### src/rtl/uart_mi_pkg.sv
package uart_mi_pkg;
  localparam int SRC_N    = 4;
  localparam int IDX_CTS  = 0;
  localparam int IDX_DSR  = 1;
  localparam int IDX_RI   = 2;
  localparam int IDX_DCD  = 3;
  localparam int EN_MSC   = 3;
  localparam int EN_SLEEP = 4;
  localparam int EN_XOFF  = 5;
  localparam int EN_RTS   = 6;
  localparam int EN_CTS   = 7;
  typedef logic [SRC_N-1:0] src_vec_t;
endpackage

### src/rtl/uart_mi_sync.sv
module uart_mi_sync #(
  parameter int W      = 4,
  parameter int STAGES = 2
) (
  input  logic         clk,
  input  logic         rst,
  input  logic [W-1:0] d,
  output logic [W-1:0] q
);
  logic [W-1:0] chain [STAGES];

  always_ff @(posedge clk) begin
    if (rst) chain[0] <= '0;
    else     chain[0] <= d;
  end

  for (genvar s = 1; s < STAGES; s++) begin : g_stage
    always_ff @(posedge clk) begin
      if (rst) chain[s] <= '0;
      else     chain[s] <= chain[s-1];
    end
  end

  assign q = chain[STAGES-1];
endmodule

### src/rtl/uart_mi_status.sv
module uart_mi_status
  import uart_mi_pkg::*;
(
  input  logic     clk,
  input  logic     rst,
  input  src_vec_t pins_sync,
  input  logic     loop_en,
  input  logic [3:0] mcr_bits,
  input  logic     clr,
  output src_vec_t flags_q,
  output src_vec_t flags_d,
  output logic     cts_level
);
  src_vec_t loop_src, src, prev_q, evt;

  // loopback wiring of control bits onto the four sources
  assign loop_src[IDX_CTS] = mcr_bits[1];
  assign loop_src[IDX_DSR] = mcr_bits[0];
  assign loop_src[IDX_RI]  = mcr_bits[2];
  assign loop_src[IDX_DCD] = mcr_bits[3];

  assign src = loop_en ? loop_src : pins_sync;

  for (genvar i = 0; i < SRC_N; i++) begin : g_edge
    if (i == IDX_RI) begin : g_rise
      assign evt[i] = src[i] & ~prev_q[i];
    end else begin : g_any
      assign evt[i] = src[i] ^ prev_q[i];
    end
  end

  assign flags_d   = (flags_q & ~{SRC_N{clr}}) | evt;
  assign cts_level = loop_en ? mcr_bits[1] : ~pins_sync[IDX_CTS];

  always_ff @(posedge clk) begin
    if (rst) begin
      prev_q  <= '0;
      flags_q <= '0;
    end else begin
      prev_q  <= src;
      flags_q <= flags_d;
    end
  end
endmodule

### src/rtl/uart_mi_enable.sv
module uart_mi_enable #(
  parameter int DW = 8,
  parameter int LOCK_LSB = 4
) (
  input  logic          clk,
  input  logic          rst,
  input  logic          wr_hit,
  input  logic          unlock,
  input  logic [DW-1:0] wdata,
  output logic [DW-1:0] en_q,
  output logic [DW-1:0] en_d
);
  always_comb begin
    en_d = en_q;
    if (wr_hit) begin
      en_d[LOCK_LSB-1:0] = wdata[LOCK_LSB-1:0];
      if (unlock) en_d[DW-1:LOCK_LSB] = wdata[DW-1:LOCK_LSB];
    end
  end

  always_ff @(posedge clk) begin
    if (rst) en_q <= '0;
    else     en_q <= en_d;
  end
endmodule

### src/rtl/uart_mi_evt.sv
module uart_mi_evt #(
  parameter int N = 2
) (
  input  logic         clk,
  input  logic         rst,
  input  logic [N-1:0] pulse,
  input  logic         clr,
  output logic [N-1:0] pend_d
);
  logic [N-1:0] pend_q;

  assign pend_d = (pend_q & ~{N{clr}}) | pulse;

  always_ff @(posedge clk) begin
    if (rst) pend_q <= '0;
    else     pend_q <= pend_d;
  end
endmodule

### src/rtl/uart_msr_ier.sv
module uart_msr_ier
  import uart_mi_pkg::*;
#(
  parameter int ADDR_W      = 3,
  parameter int DW          = 8,
  parameter int EN_ADDR     = 1,
  parameter int STAT_ADDR   = 6,
  parameter int SYNC_STAGES = 2
) (
  input  logic              clk,
  input  logic              rst,
  input  logic [ADDR_W-1:0] bus_addr,
  input  logic              bus_wr,
  input  logic              bus_rd,
  input  logic [DW-1:0]     bus_wdata,
  output logic [DW-1:0]     bus_rdata,
  input  logic              cts_pin,
  input  logic              dsr_pin,
  input  logic              ri_pin,
  input  logic              dcd_pin,
  input  logic              loop_en,
  input  logic [3:0]        mcr_bits,
  input  logic              ext_feat_en,
  input  logic              div_latch,
  input  logic              rts_evt,
  input  logic              xoff_evt,
  input  logic              line_idle,
  output logic              irq,
  output logic              baud_stop
);
  localparam int EVT_N = 2;

  src_vec_t     pins_raw, pins_sync, chg_flags, flags_d;
  logic         cts_level, stat_rd, en_wr, en_rd;
  logic [DW-1:0] ier_q, ier_d, stat_byte;
  logic [EVT_N-1:0] pend_d;
  logic         irq_d;

  assign pins_raw[IDX_CTS] = cts_pin;
  assign pins_raw[IDX_DSR] = dsr_pin;
  assign pins_raw[IDX_RI]  = ri_pin;
  assign pins_raw[IDX_DCD] = dcd_pin;

  assign stat_rd = bus_rd && (bus_addr == ADDR_W'(STAT_ADDR));
  assign en_wr   = bus_wr && (bus_addr == ADDR_W'(EN_ADDR)) && !div_latch;
  assign en_rd   = bus_rd && (bus_addr == ADDR_W'(EN_ADDR)) && !div_latch;

  uart_mi_sync #(.W(SRC_N), .STAGES(SYNC_STAGES)) i_sync (
    .clk(clk), .rst(rst), .d(pins_raw), .q(pins_sync)
  );

  uart_mi_status i_status (
    .clk(clk), .rst(rst), .pins_sync(pins_sync), .loop_en(loop_en),
    .mcr_bits(mcr_bits), .clr(stat_rd), .flags_q(chg_flags),
    .flags_d(flags_d), .cts_level(cts_level)
  );

  uart_mi_enable #(.DW(DW), .LOCK_LSB(EN_SLEEP)) i_enable (
    .clk(clk), .rst(rst), .wr_hit(en_wr), .unlock(ext_feat_en),
    .wdata(bus_wdata), .en_q(ier_q), .en_d(ier_d)
  );

  uart_mi_evt #(.N(EVT_N)) i_evt (
    .clk(clk), .rst(rst), .pulse({xoff_evt, rts_evt}), .clr(stat_rd),
    .pend_d(pend_d)
  );

  always_comb begin
    stat_byte = '0;
    stat_byte[SRC_N-1:0] = chg_flags;
    stat_byte[SRC_N]     = cts_level;
  end

  assign irq_d = (ier_d[EN_MSC]  && (|flags_d))
              || (ier_d[EN_CTS]  && flags_d[IDX_CTS])
              || (ier_d[EN_RTS]  && pend_d[0])
              || (ier_d[EN_XOFF] && pend_d[1]);

  always_ff @(posedge clk) begin
    if (rst) begin
      bus_rdata <= '0;
      irq       <= 1'b0;
      baud_stop <= 1'b0;
    end else begin
      irq       <= irq_d;
      baud_stop <= ier_q[EN_SLEEP] && line_idle;
      if (stat_rd)     bus_rdata <= stat_byte;
      else if (en_rd)  bus_rdata <= ier_q;
      else if (bus_rd) bus_rdata <= '0;
    end
  end
endmodule

### config.mk
export PLATFORM = sky130hd
export DESIGN_NAME = uart_msr_ier
export DESIGN_NICKNAME = d
export VERILOG_FILES = /design/src/rtl/uart_mi_pkg.sv /design/src/rtl/uart_mi_sync.sv /design/src/rtl/uart_mi_status.sv /design/src/rtl/uart_mi_enable.sv /design/src/rtl/uart_mi_evt.sv /design/src/rtl/uart_msr_ier.sv
export SDC_FILE = /design/constraint.sdc
export NUM_CORES = 1
export LEC_CHECK = 0
export BUFFER_PORTS_ARGS = -buffer_cell sky130_fd_sc_hd__buf_2
export CORE_MARGIN = 3
export CORE_UTILIZATION = 50
export DETAILED_ROUTE_END_ITERATION = 6
export PLACE_DENSITY = 0.78
export SYNTH_ARGS = -nofsm -noshare
export SYNTH_HDL_FRONTEND = slang
export SYNTH_SLANG_ARGS = --single-unit
### constraint.sdc
create_clock -name clk -period 3.96 [get_ports clk]
set_clock_uncertainty 0.05 [all_clocks]
set_input_delay 0 -clock clk [delete_from_list [all_inputs] [get_ports clk]]
set_output_delay 0 -clock clk [all_outputs]
set_load 0.02 [all_outputs]
==> results.cfg, run 1 <==
[routing]
wl_mm = 3.16
dr.pass1.iters = 4
ant_nets = 0
drt_iter0_markers = 71
via_count = 1168
wl_per_cell_um = 14.5
drcViolationCount = 0
vias_per_cell = 5.38

[synthesis]
synth_edf_count = 0
synthSimpleGateAreaFrac_pct = 20.0
synth_top_family_by_area = simple AND/OR/NAND/NOR gates
synth-compound-area-share_pct = 12.1
synth.area.top_cells = dfxtp_1 (56%), nor2_1 (5.8%), mux2i_1 (5.4%)
yosysTopAreaCell = dfxtp_1
synth_top_area_share_pct = 55.5
synth_mux_area_share_pct = 7.14
yosysMostFrequentCell = dfxtp_1
async_flop_share_pct = 0
yosysWarnings = 0
synth_xor_area_share_pct = 2.03
synth-seq-cells = 36
synthesis.nets = 157
synth_cell_types = 26
ys_seq_area_share_pct = 55.5
syn_area_per_cell_um2 = 10.1
ys_top_cells_by_count = dfxtp_1 (36), nor2_1 (20), nor2b_1 (10), a21oi_1 (9), mux2i_1 (7)
synth_area_um2 = 1300
synth_ff_type = dfxtp_1
synthAdderAreaFrac_pct = 0
synth_cells = 128

[die]
initial_core_util_pct = 55.5
die_area_um2 = 3240
core_um2 = 2340
design.portCount = 39
chipWidth_um = 56.9
rows = 17
die_h_um = 56.9

[clocking]
clock_latency_ns = 0.35
cts_tree = built
cts_resized = 0
clockBufferDepth = 2
clk_pin_slew_ns = 0.12
cts.sinks = 36
numCtsBuffers = 5
cts_setup_buffers = 0
h-tree-depth = 2
cts_root_buffer = clkbuf_4
hold_buffers = 23

[setup_path]
critPathMaxStageDelay_ns = 0.45
cp_num_buf_inv = 0
reg2reg_setup_slack_ns = 2.48
end_kind = register
slowest_stage = nor4_1
crit_path_start = i_status.flags_q[2]
path_cells = nor4_1 -> o22ai_1 -> nor4_1 -> o31ai_2
critPathArrivalTime_ns = 1.65
cp-start-kind = register
cp_top_family = simple AND/OR/NAND/NOR gates
crit_cells = 4
cp.required_ns = 4.13
crit_path_frequent_cell = nor4_1
crit_fanout = 3
crit_end = irq
reg2reg_depth = 4
crit_type = register to register
crit-reg2reg-launch = i_status.flags_q[2]
rr_endpoint = irq

[timing]
hold_viol = 0
fin_tns_setup_ns = 0
maxSlewViolCount = 0
finalCritPeriodShare_pct = 37.4
setup_viol = 0
rsz0062_at_grt = false
fmax_mhz = 675
period_minus_slack_ns = 1.48
fin_ws_ns = 2.48
maxSlewHeadroom_pct = 59.0
worstMarginPinSlew_ns = 0.616

[finish]
fill_cells = 165
area_delta_synth_final_pct = 38.3
regArea_um2 = 721
multi_input_area_um2 = 534
drive_above_1_share_pct = 27.0
diodes = 0
stdcell_area_um2 = 1790
nets = 217

[global_route]
grt_pass1_vias = 1151
antenna_found_initial = 0
grt.overflow.total = 0
grt_pass1_wl_mm = 5.19
grt_use_total_pct = 21.5
grt_max_degree = 37

[min_path]
holdCritPathClass = primary input to register

[placed_design]
hpwl_mm = 2.01
dpl_cell_area_um2 = 1480
portBuffers = 38
gp_congestion = 0.829
post-place-ws_ns = 2.22

[run]
drv_cap = 0

[power]
power.density_nw_per_um2 = 398
p_leak_nw = 0.771
ir_drop_v = 0.000384

[status]
status = complete, no violations
==> cell type report <==
cell class | count | area share (%)
repair buffers | 61 | 23.4
inverters | 1 | 0.209
flip-flops and latches | 36 | 40.2
well taps | 28 | 1.95
clock inverters | 3 | 2.37
multi-input cells | 83 | 29.8
clock buffers | 5 | 2.09
==> worst min-delay path by stage <==
| stage | start | to | slack (ns) | depth (start not counted) |
|---|---|---|---|---|
| final | loop_en | i_status.prev_q[1] | 0.03 | 3 |
| after global routing | loop_en | i_status.prev_q[1] | 0.02 | 3 |
| after CTS | bus_wr | i_enable.en_q[2] | 0.00007 | 4 |
| after detailed placement | dcd_pin | i_sync.chain[0][3] | 0.17 | 2 |
| after global placement | cts_pin | i_sync.chain[0][0] | 0.16 | 2 |
| after floorplan | line_idle | baud_stop | 0.07 | 2 |
==> state kept, by name, indices dropped and copies added (netlist names) <==
register,cells
baud_stop,1
i_status.prev_q,4
i_sync.chain,8
irq,1
i_status.flags_q,4
bus_rdata,8
i_enable.en_q,8
i_evt.pend_q,2
==> worst reg2reg max path, delay by kind of cell, from the launching register on <==
family,cells,cell delay (ns)
compound gates,2,0.23
flops,1,0.35
simple gates,2,0.72
==> per-stage QoR <==
stage | total power [mW] | std cells | hold slack (ns) | utilization (%)
global placement | 0.444 | 186 | 0.157 | 63.4
finish | 0.715 | 217 | 0.0257 | 76.7
detailed placement | 0.447 | 186 | 0.173 | 63.4
global route | 0.743 | 217 | 0.0231 | 76.7
CTS | 0.716 | 217 | 0.0000690 | 76.7
floorplan | 0.423 | 128 | 0.0707 | -
==> per-layer routing <==
metal  track usage (%)  vias to the layer above  part of all wire (%)
li1                  -                      565                     -
met5                 0                        -                     0
met1              23.8                      548                    41
met4              10.6                        0                   2.0
met2              37.0                       48                    52
met3              6.79                        7                   5.7
==> cells in the final DEF, fill, tap and decap left out, drive strengths merged, types with 4 or more instances in the layout <==
| master | Yosys | layout |
|---|---|---|
| a21oi | 9 | 9 |
| a222oi | 5 | 5 |
| a22oi | 4 | 4 |
| buf | 2 | 38 |
| clkbuf | 6 | 5 |
| dfxtp | 36 | 36 |
| dlygate4sd3 | 0 | 23 |
| mux2i | 7 | 7 |
| nand2 | 6 | 6 |
| nor2 | 20 | 20 |
| nor2b | 10 | 10 |
==> kinds of logic after synthesis <==
logic type                count (synthesis)
AOI/OAI and AO/OA                        22
xor gates and xnor gates                  3
buffers and inverters                     9
DFF                                      36
muxes                                     9
and+or+nand+nor                          49
==> where the power goes <==
part | switching [mW] | total [mW] | internal, mW | leakage, nW
registers | 0.00707 | 0.382 | 0.375 | 0.294
logic | 0.0341 | 0.0735 | 0.0395 | 0.435
clock network | 0.127 | 0.259 | 0.132 | 0.0412
(Power assumes the default switching activity.)
==> run 2: changes to the inputs <==
--- a/config.mk
+++ b/config.mk
@@ -7,9 +7,9 @@
 export LEC_CHECK = 0
 export BUFFER_PORTS_ARGS = -buffer_cell sky130_fd_sc_hd__buf_2
 export CORE_MARGIN = 3
-export CORE_UTILIZATION = 50
+export CORE_UTILIZATION = 49
 export DETAILED_ROUTE_END_ITERATION = 6
-export PLACE_DENSITY = 0.78
+export PLACE_DENSITY = 0.77
 export SYNTH_ARGS = -nofsm -noshare
 export SYNTH_HDL_FRONTEND = slang
 export SYNTH_SLANG_ARGS = --single-unit
==> constraint.sdc (replaced) <==
create_clock -name clk -period 1.5 [get_ports clk]
set_clock_uncertainty 0.05 [all_clocks]
set_input_delay 0 -clock clk [delete_from_list [all_inputs] [get_ports clk]]
set_output_delay 0 -clock clk [all_outputs]
set_load 0.02 [all_outputs]
==> run 2 against run 1 <==
  * Combinational power rose to 2.8 times the previous value
  * Routed wire length fell by 1.3%
  * Flip-flop and latch count did not move
  * Largest cell class unchanged
==> results.cfg, run 2 (synthesized netlist as in run 1, its figures left out) <==
[clocking]
cts.sinks = 36
clock_latency_ns = 0.33
cts_tree = built
h-tree-depth = 2
clk_pin_slew_ns = 0.10
cts_root_buffer = clkbuf_4
numCtsBuffers = 5
clockBufferDepth = 2

[placed_design]
post-place-ws_ns = -0.0650
portBuffers = 38
dp_cells = 194
hpwl_mm = 2.04
gp_congestion = 0.779

[run]
drv_cap = 0

[setup_path]
crit_fanout = 4
end_kind = register
cp.required_ns = 1.67
critPathArrivalTime_ns = 1.59
crit_type = primary input to register
cp-start-kind = primary input

[global_route]
met3_usage_pct = 5.88
grt_max_degree = 23
grt_pass1_wl_mm = 5.10
antenna_found_initial = 0
grt.overflow.total = 0
grt_pass1_vias = 1177
grtUsageMet2_pct = 36.1
grt_busiest_layer = met2
met1_usage_pct = 22.5
grt_use_total_pct = 20.6

[timing]
maxSlewHeadroom_pct = 77.4
maxSlewViolCount = 0
fin_ws_ns = 0.0837
hold_viol = 0
setup_viol = 0
fmax_mhz = 706
finalCritPeriodShare_pct = 94.4
rsz0062_at_grt = false
period_minus_slack_ns = 1.42
worstMarginPinSlew_ns = 0.339

[die]
chipWidth_um = 57.5
initial_core_util_pct = 51.9
design.portCount = 39
die_h_um = 57.5
rows = 18
die_area_um2 = 3300
core_um2 = 2500

[finish]
layout_common_cells = buf_2 (38), dfxtp_1 (36), dlygate4sd3_1 (24), nor2_1 (20), nor2b_1 (10)
instances_no_fill = 225
area_delta_synth_final_pct = 40.6
layout_commonest_cell = buf_2
fill_cells = 169
drive_above_1_share_pct = 28.7
reg_top3 = bus_rdata: 8 flops, i_enable.en_q: 8 flops, i_sync.chain: 8 flops
diodes = 0
utilization_pct = 73.0
nets = 224

[routing]
drt_iter0_markers = 57
via_count = 1196
wl_per_cell_um = 13.8
ant_nets = 0
drcViolationCount = 0
dr.pass1.iters = 4
wl_mm = 3.11
vias_per_cell = 5.32

[power]
seqPwrFrac_pct = 60.2
p_leak_nw = 0.800
ir_drop_v = 0.00106
power.total_mw = 1.68
power_frac_clock_pct = 27.7
power.density_nw_per_um2 = 919
p_int_mw = 1.27
switchingPower_mw = 0.403
switching_share_pct = 24.0
p_comb_share_pct = 12.1

[min_path]
holdCritPathClass = primary input to register

[status]
status = complete, no violations
[run 2: changes by cell type in the layout (fill, tap and decap cells not counted)]
cell	delta
clkbuf_1	+1
clkinvlp_4	-1
nor4_1	-1
buf_4	+6
bufinv_16	-1
dlygate4sd3_1	+1
nor4_2	+1
[run 2: path summary, 6_finish.rpt]
check	from	cells after the start	end	slack (ns)
setup / recovery	bus_addr[1]	6	i_enable.en_q[7]	0.08
hold reg to reg	i_sync.chain[0][3]	1	i_sync.chain[1][3]	0.40
hold / removal	loop_en	3	i_status.prev_q[0]	0.02
setup reg to reg	i_sync.chain[1][0]	5	irq	0.20
[run 2: through the flow]
step	TNS (ns)	hold WS, ns	cell area (um2)
2_1_floorplan	0	0.0707	1300
3_3_place_gp	0	0.161	1530
3_5_place_dp	-0.0650	0.165	1530
4_1_cts	0	0.00692	1820
5_1_grt	0	0.0290	1820
6_report	0	0.0222	1820
[run 2: per-layer routing]
metal,vias up,wire length [um]
li1,582,-
met1,557,1200
met2,45,1630
met3,12,207
met4,0,76
met5,-,0
[run 2: power groups by stage]
stage,combinational [mW],sequential (mW),clock (mW)
4_1_cts,0.197,1.01,0.481
3_5_place_dp,0.158,1.03,0
2_1_floorplan,0.0888,1.03,0
6_report,0.203,1.01,0.464
5_1_grt,0.223,1.01,0.529
3_3_place_gp,0.152,1.03,0
[run 2: final cells by class]
type	instances	area [um2]	share of cell area, %
inverters	1	3.75	0.206
clock inverters	1	5.00	0.274
well taps	30	37.5	2.06
multi-input cells	83	541	29.6
repair buffers	68	475	26.1
clock buffers	6	41.3	2.26
flip-flops and latches	36	721	39.5
[run 2: critical path, cell delays in order]
cell           delay (ns)
buf_2                0.12
nor4b_4              0.27
and3_1               0.30
mux2i_1              0.28
nor2_1               0.06
dlygate4sd3_1        0.56
[run 2: timing repair]
item                                    CTS  global route
endpoints found under the setup margin    0             1
resized for setup                         0             1
hold buffers                             24             0
hold endpoints to repair                 20             0
setup buffers                             0             0
==> run 3: changes to the inputs <==
==> constraint.sdc (replaced) <==
create_clock -name clk -period 1.52 [get_ports clk]
set_clock_uncertainty 0.05 [all_clocks]
set_input_delay 0 -clock clk [delete_from_list [all_inputs] [get_ports clk]]
set_output_delay 0 -clock clk [all_outputs]
set_load 0.005 [all_outputs]
==> run 3 against run 2 <==
  * Final area increased by 0.55%
  * Combinational power decreased by 2%
  * Routed wire length increased by 0.39%
  * First-iteration DRC count decreased by 33%
  * Setup slack improved by 0.039 ns
  * Flip-flop and latch count unchanged
  * Via count decreased by 0.33%
  * Core utilization increased by 0.40 points
  * Sequential power about the same
  * Critical endpoint unchanged
  * Critical path depth unchanged
  * Power increased by 3.0%
==> results.cfg, run 3 (synthesized netlist as in run 1, its figures left out) <==
[status]
status = complete, no violations

[finish]
reg_top3 = bus_rdata: 8 flops, i_enable.en_q: 8 flops, i_sync.chain: 8 flops
layout_common_cells = buf_2 (38), dfxtp_1 (36), dlygate4sd3_1 (24), nor2_1 (20), nor2b_1 (10)
area_delta_synth_final_pct = 41.4
layout_commonest_cell = buf_2
nets = 223
regArea_um2 = 721
instances_no_fill = 225
drive_above_1_share_pct = 29.2
diodes = 0
stdcell_area_um2 = 1830
multi_input_area_um2 = 542
fill_cells = 162

[clocking]
numCtsBuffers = 5
cts.sinks = 36
h-tree-depth = 2
clk_pin_slew_ns = 0.10
cts_tree = built
clockBufferDepth = 2
cts_root_buffer = clkbuf_4
clock_latency_ns = 0.33
cts_setup_buffers = 0

[power]
power.density_nw_per_um2 = 941
p_leak_nw = 0.798
ir_drop_v = 0.000948
power.total_mw = 1.73

[routing]
drt_iter0_markers = 38
via_count = 1192
dr.pass1.iters = 4
ant_nets = 0
drcViolationCount = 0
wl_per_cell_um = 13.9
vias_per_cell = 5.30
wl_mm = 3.13

[setup_path]
cp.required_ns = 1.69
critPathArrivalTime_ns = 1.57
crit-reg2reg-launch = i_status.flags_q[2]
crit_path_start = bus_addr[1]
crit_fanout = 4
cp-start-kind = primary input
crit_type = primary input to register
end_kind = register

[timing]
maxSlewHeadroom_pct = 78.2
hold_viol = 0
worstMarginPinSlew_ns = 0.325
period_minus_slack_ns = 1.40
maxSlewViolCount = 0
fmax_mhz = 716
setup_viol = 0
rsz0062_at_grt = false
finalCritPeriodShare_pct = 91.9
fin_tns_setup_ns = 0
whs_ns = 0.00443

[run]
drv_cap = 0

[global_route]
met3_usage_pct = 4.30
grt_use_total_pct = 20.5
grtUsageMet2_pct = 36.8
grt_busiest_layer = met2
met1_usage_pct = 23.5
grt.overflow.total = 0
grt_pass1_wl_mm = 5.17
grt_pass1_vias = 1168
grt_max_degree = 23
antenna_found_initial = 0

[die]
core_um2 = 2500
chipWidth_um = 57.5
rows = 18
die_area_um2 = 3300
initial_core_util_pct = 51.9
die_h_um = 57.5
design.portCount = 39

[min_path]
min_from = bus_wdata[6]
holdCritPathClass = primary input to register

[placed_design]
portBuffers = 38
hpwl_mm = 2.06
dpl_cell_area_um2 = 1520
gp_congestion = 0.781
dp_cells = 193
run 3: changes by cell type in the layout (fill, tap and decap cells not counted):
cell,before,now
clkinvlp_4,0,1
buf_4,6,5
clkinv_2,1,0
clkbuf_8,0,1
and3_1,1,0
and3_2,0,1
run 3: per-layer routing:
layer | wire, um | share of wire (%) | vias to the layer above
met4 | 44 | 1.4 | 0
met2 | 1660 | 53 | 41
met1 | 1260 | 40 | 562
met3 | 167 | 5.3 | 7
met5 | 0 | 0 | -
li1 | - | - | 582
run 3: area by class of cell:
type	instances	share of cell area, %
timing repair buffer	67	25.5
multi-input combinational	83	29.5
tap	30	2.05
inverter	1	0.205
clock inverter	1	0.409
sequential	36	39.3
clock buffer	7	3.00
run 3: path summary, 6_finish.rpt:
check                            end  slack (ns)  cells after the start
setup / recovery    i_enable.en_q[7]        0.12                      6
setup reg to reg                 irq        0.18                      4
hold / removal      i_enable.en_q[6]       0.004                      3
hold reg to reg   i_sync.chain[1][1]        0.40                      1
run 3: repair_timing:
action | in CTS | in global routing
setup endpoints to repair | 0 | 2
hold endpoints to repair | 20 | 0
resized for setup | 0 | 2
hold buffers | 24 | 0
run 3: power breakdown:
| group | internal, mW | total, mW | switching [mW] |
|---|---|---|---|
| clock network | 0.226 | 0.531 | 0.305 |
| registers | 0.978 | 0.995 | 0.0177 |
| logic | 0.107 | 0.199 | 0.0915 |
run 3: worst max-delay path: stages:
cell and delay, ns:
buf_2 0.12, nor4b_4 0.27, and3_2 0.28, mux2i_1 0.27
nor2_1 0.06, dlygate4sd3_1 0.56
run 3: through the flow:
step                util [%]  setup slack, ns
finish                  73.4            0.123
global route            73.4         0.000291
CTS                     73.1           0.0828
detailed placement      61.0          -0.0489
global placement        61.0           0.0209
floorplan                  -           0.0786
